<file path="config.mk">
export PLATFORM = sky130hd
export DESIGN_NAME = gs_divider
export DESIGN_NICKNAME = d
export VERILOG_FILES = /design/src/rtl/gs_div_pkg.sv /design/src/rtl/gs_lod.sv /design/src/rtl/gs_norm.sv /design/src/rtl/gs_step.sv /design/src/rtl/gs_divider.sv
export SDC_FILE = /design/constraint.sdc
export NUM_CORES = 2
export LEC_CHECK = 0
export CELL_PAD_IN_SITES_DETAIL_PLACEMENT = 2
export CELL_PAD_IN_SITES_GLOBAL_PLACEMENT = 2
export CORE_ASPECT_RATIO = 2
export CORE_MARGIN = 4
export CORE_UTILIZATION = 45
export DETAILED_ROUTE_END_ITERATION = 12
export DONT_BUFFER_PORTS = 1
export HOLD_SLACK_MARGIN = 0.06
export PLACE_DENSITY_LB_ADDON = 0.1
export SYNTH_ARGS = -nofsm -noshare
export SYNTH_HDL_FRONTEND = slang
export SYNTH_SLANG_ARGS = --single-unit
</file>
<file path="constraint.sdc">
create_clock -name clk -period 17.9 [get_ports clk]
set_input_delay 3.58 -clock clk [delete_from_list [all_inputs] [get_ports clk]]
set_output_delay 3.58 -clock clk [all_outputs]
set_load 0.02 [all_outputs]
</file>
<file path="src/rtl/gs_div_pkg.sv">
package gs_div_pkg;

    typedef enum logic [1:0] {
        ST_IDLE = 2'd0,
        ST_RUN  = 2'd1,
        ST_FIN  = 2'd2
    } gs_state_e;

    // Width of a shift count able to represent 0..n
    function automatic int unsigned shift_width(input int unsigned n);
        return (n < 2) ? 1 : $clog2(n + 1);
    endfunction

endpackage

</file>
<file path="src/rtl/gs_lod.sv">
// Leading-one search with power-of-two detection; yields ceil(log2(val)).
module gs_lod #(
    parameter int W  = 8,
    parameter int SW = 4
) (
    input  logic [W-1:0]  val_i,
    output logic [SW-1:0] shift_o,
    output logic          zero_o
);
    logic [SW-1:0] hi_pos;
    logic          is_pow2;

    always_comb begin
        hi_pos = '0;
        for (int i = 0; i < W; i++) begin
            if (val_i[i]) hi_pos = SW'(i);
        end
    end

    assign zero_o  = (val_i == '0);
    assign is_pow2 = ((val_i & (val_i - 1'b1)) == '0);
    assign shift_o = (is_pow2 || zero_o) ? hi_pos : hi_pos + 1'b1;
endmodule

</file>
<file path="src/rtl/gs_norm.sv">
// Applies one common right shift to divisor and dividend, placing both
// in fixed point with F fraction bits.
module gs_norm #(
    parameter int W  = 8,
    parameter int F  = 18,
    parameter int SW = 4
) (
    input  logic [W-1:0]   num_i,
    input  logic [W-1:0]   den_i,
    input  logic [SW-1:0]  shift_i,
    output logic [F:0]     dsc_o,
    output logic [W+F-1:0] qsc_o
);
    localparam int XW = W + F;

    logic [XW-1:0] num_ext;
    logic [XW-1:0] den_ext;

    assign num_ext = {num_i, {F{1'b0}}};
    assign den_ext = {den_i, {F{1'b0}}};
    assign dsc_o   = (F+1)'(den_ext >> shift_i);
    assign qsc_o   = num_ext >> shift_i;
endmodule

</file>
<file path="src/rtl/gs_step.sv">
// One refinement step: factor = 2 - d, then two independent products,
// each truncated back to F fraction bits.
module gs_step #(
    parameter int W = 8,
    parameter int F = 18
) (
    input  logic [F:0]     dsc_i,
    input  logic [W+F-1:0] qsc_i,
    output logic [F:0]     dsc_o,
    output logic [W+F-1:0] qsc_o
);
    localparam int QW = W + F;
    localparam int DP = 2 * F + 2;
    localparam int QP = QW + F + 1;

    logic [F+1:0] two_fx;
    logic [F:0]   factor;
    logic [DP-1:0] d_prod;
    logic [QP-1:0] q_prod;

    assign two_fx = (F+2)'(1) << (F + 1);
    assign factor = (F+1)'(two_fx - {1'b0, dsc_i});

    assign d_prod = DP'(dsc_i) * DP'(factor);
    assign q_prod = QP'(qsc_i) * QP'(factor);

    assign dsc_o = (F+1)'(d_prod >> F);
    assign qsc_o = QW'(q_prod >> F);
endmodule

</file>
<file path="src/rtl/gs_divider.sv">
module gs_divider
    import gs_div_pkg::*;
#(
    parameter int W    = 8,
    parameter int F    = 18,
    parameter int ITER = 4
) (
    input  logic                                clk,
    input  logic                                rst,
    input  logic                                start_i,
    input  logic [W-1:0]                        num_i,
    input  logic [W-1:0]                        den_i,
    output logic                                busy_o,
    output logic                                done_o,
    output logic                                err_o,
    output logic [W+F-1:0]                      quot_o,
    output logic [shift_width(W)-1:0]           shift_o
);
    localparam int SW = shift_width(W);
    localparam int QW = W + F;
    localparam int CW = shift_width(ITER);

    gs_state_e     state;
    logic [F:0]    d_r;
    logic [QW-1:0] q_r;
    logic [CW-1:0] cnt;
    logic          err_r;
    logic [SW-1:0] shift_r;

    logic [SW-1:0] lod_shift;
    logic          lod_zero;
    logic [F:0]    d_init;
    logic [QW-1:0] q_init;
    logic [F:0]    d_next;
    logic [QW-1:0] q_next;
    logic          accept;

    gs_lod #(.W(W), .SW(SW)) u_lod (
        .val_i   (den_i),
        .shift_o (lod_shift),
        .zero_o  (lod_zero)
    );

    gs_norm #(.W(W), .F(F), .SW(SW)) u_norm (
        .num_i   (num_i),
        .den_i   (den_i),
        .shift_i (lod_shift),
        .dsc_o   (d_init),
        .qsc_o   (q_init)
    );

    gs_step #(.W(W), .F(F)) u_step (
        .dsc_i (d_r),
        .qsc_i (q_r),
        .dsc_o (d_next),
        .qsc_o (q_next)
    );

    assign accept = start_i && (state == ST_IDLE);

    always_ff @(posedge clk) begin
        if (rst) begin
            state   <= ST_IDLE;
            d_r     <= '0;
            q_r     <= '0;
            cnt     <= '0;
            err_r   <= 1'b0;
            shift_r <= '0;
        end else begin
            case (state)
                ST_IDLE: begin
                    if (accept) begin
                        shift_r <= lod_shift;
                        err_r   <= lod_zero;
                        cnt     <= '0;
                        if (lod_zero) begin
                            d_r   <= '0;
                            q_r   <= '0;
                            state <= ST_FIN;
                        end else begin
                            d_r   <= d_init;
                            q_r   <= q_init;
                            state <= ST_RUN;
                        end
                    end
                end
                ST_RUN: begin
                    d_r <= d_next;
                    q_r <= q_next;
                    if (cnt == CW'(ITER - 1)) begin
                        state <= ST_FIN;
                    end else begin
                        cnt <= cnt + 1'b1;
                    end
                end
                default: state <= ST_IDLE;
            endcase
        end
    end

    assign busy_o  = (state != ST_IDLE);
    assign done_o  = (state == ST_FIN);
    assign err_o   = err_r;
    assign quot_o  = q_r;
    assign shift_o = shift_r;
endmodule

</file>
==> qor.csv <==
metric,value,unit
post-dp-hpwl,98070,µm
chipHeight,384.4,µm
syn_area_per_cell,8.752,µm²
layout.filler_cells,7718,
die_width,196.2,µm
hold_crit_class,register to register,
clkLatencyLatePin,0.34,ns
antenna_violating_nets_post_route,0,
area_growth,3.233,%
timing.critical_path.arrival,10.22,ns
asyncSetResetFlopFracSynth,0,%
io_buffers,0,
status,finished clean,
maximum_single_stage_delay_on_the_critical_path,0.83,ns
grt_antenna_before_repair,3,
seq_area_frac_synth,3.453,%
place_worst_setup_slack,7.921,ns
place_area,0.03274,mm²
synth-compound-area-share,7.754,%
post-route-drc-count,0,
design.die.area,0.07543,mm²
grt_use_met3,3.164,%
synth-edff-count,0,
fin_area,0.03292,mm²
cts-buffers-inserted,5,
grt_use_met1,30.70,%
netlist_instances,3643,
synth_area,0.03188,mm²
postLayoutSetupSlackWorst,7.864,ns
first_global_vias,31469,
number_of_levels_the_h_tree_was_split_into,2,
crit_type,register to register,
worst-slew-pin-transition,1.280,ns
hold_viol_final,0,
met2_usage,65.32,%
ctsLongestPathBuffers,2,
synthSimpleGateAreaFrac,20.63,%
cts_tree,built,
drv_slew,0,
clock-root-buffer,clkbuf_16,
grt_pass1_wl,185700,µm
drt_first_iter_violations,1062,
grt-ovfl-total,0,
cts_hold_buffers,0,
synth_xor_xnor_area_share,1.205,%
syn_nets,4613,
crit_required,18.09,ns
cp_common_cell,fa_1,
clock-skew-final,0.01074,ns
yosys_warnings,0,
finalWorstPathRequiredPeriod,10.04,ns
critical-path-top-delay-family,adder cells,
dominant_combinational_cell_family_by_area_after_synthesis,adder cells,
setup.worst_path.end_class,register,
cts-resized-gates,0,
maximum_number_of_pins_on_one_net_before_global_route_repair,54,
postCtsSetupBuffers,0,
number_of_primary_i_o_pins,52,
crit_buf_inv,6,
clk_pin_slew_worst_paths,0.09,ns
crit_fanout,27,
fin_tns_setup,0,ns
timing.critical_path.slowest_stage_cell,nor4_1,
worst_setup_path_start_kind,register,
unrepaired_setup_endpoints_after_global_routing,no,
max-slew-margin-rel,13.74,%
design.final.nets,4479,
drt_wl_cell,27.46,µm
synth_seq_cells,55,
detail_route.vias_per_cell,5.711,
top_usage_layer,met2,
route.final.wire_length,121200,µm
final_min_period_over_clock_period,56.07,%
fraction_of_layout_cells_with_a_size_suffix_above_1,3.362,%
timing.final.setup_violations,0,
drv_cap,0,
floorplan.rows,137,
finalCoreUtilization,47.06,%
ys.flop_type,dfxtp_1,
gp_routability_congestion,0.8922,
reg2reg_slack,7.86,ns
max_freq,99.64,MHz
drt_pre_antenna_iters,6,
initial_core_util,45.59,%
gr-usage-all-layers,32.77,%
floorplan.core_area,0.06994,mm²
cts_sinks,55,
fraction_of_synthesized_area_in_multiplexers,0.4434,%
synth_adder_area_share,53.59,%
num_vias,25215,
count_of_distinct_cell_types_in_the_synthesized_netlist,90,
==> worst reg2reg max path, delay by kind of cell (launching register included) <==
kind	cells	cell delay (ns)
fa+ha+maj	9	4.14
xor+xnor	1	0.26
buf+inv	6	1.24
flops	1	0.47
simple gates	7	2.44
compound gates	5	1.35
==> routing by layer <==
layer | vias up | wire length [µm]
li1 | 10637 | -
met1 | 13501 | 37670
met2 | 664 | 69620
met3 | 411 | 3454
met4 | 2 | 10470
met5 | - | 12
==> cell type report <==
cell class,instances,area (µm²),area share (%)
clock buffers,5,125.1,0.3801
multi-input cells,2500,26680,81.07
repair buffers,72,540.5,1.642
well taps,903,1130,3.433
clock inverters,3,43.79,0.1330
inverters,875,3284,9.978
flip-flops and latches,55,1102,3.349
diodes,2,5.005,0.01521
==> worst paths after layout <==
path           from          to  cells after the start
max reg2reg  d_r[1]  quot_o[12]                     28
min          cnt[2]      cnt[2]                      2
max          d_r[1]  quot_o[12]                     28
min reg2reg  cnt[2]      cnt[2]                      2
==> metrics by stage <==
step           hold slack, ns  cells
4_1_cts                0.5148   4413
3_5_place_dp           0.4942   4405
5_1_grt                0.5800   4413
6_report               0.5099   4415
2_1_floorplan          0.4520   3643
3_3_place_gp           0.4682   4405
==> cell families (layout without fill, tap and decap cells) <==
family | count (synthesis) | after routing
fa+ha+maj | 951 | 951
flops | 55 | 55
buf+inv | 1088 | 955
simple gates | 1136 | 1136
xor+xnor | 43 | 43
mux | 13 | 13
compound gates | 357 | 357
other cells | 0 | 2
==> flip-flops by register name, summed over array words and instances, names as in the netlist <==
signal / flops
cnt: 3
quot_o: 26
state: 2
err_o: 1
shift_o: 4
d_r: 19
==> cell usage after synthesis (31+ instances only) <==
master	instances	area [µm²]
nand2_1	115	431.7
nor2b_1	213	1333
and2_1	44	275.3
clkbuf_1	198	743.2
nand3_1	31	155.2
nand2b_1	530	3316
fa_1	691	13830
dfxtp_1	55	1101
o21ai_0	58	290.3
inv_1	875	3284
nor2_1	93	349.1
a21oi_1	97	485.5
ha_1	260	3253
nor3_1	35	175.2
==> cells in the final DEF (no fill, tap or decap), types with 6 or more instances in the layout <==
master    count
nand2b_1    530
and4_1        6
nor3b_1       8
or3_1         9
inv_1       875
a31oi_1      17
nand3_1      31
and2_1       44
nand2_1     115
nand4_1      13
a21o_1       25
o211ai_1     13
dfxtp_1      54
nor2_1       92
o22ai_1       9
nor2b_1     212
o31ai_1       9
buf_4        72
ha_1        258
nor4_1        7
o21ai_0      58
xor2_1       17
o221ai_1     10
o21bai_1     13
a211oi_1     10
xnor2_1      25
and3_1        9
mux2i_1       9
fa_1        691
a22oi_1       9
a21oi_1      97
nor3_1       35
Power is not shown: default switching activity piles up to over one toggle a cycle in this logic, so the estimate is an artifact.
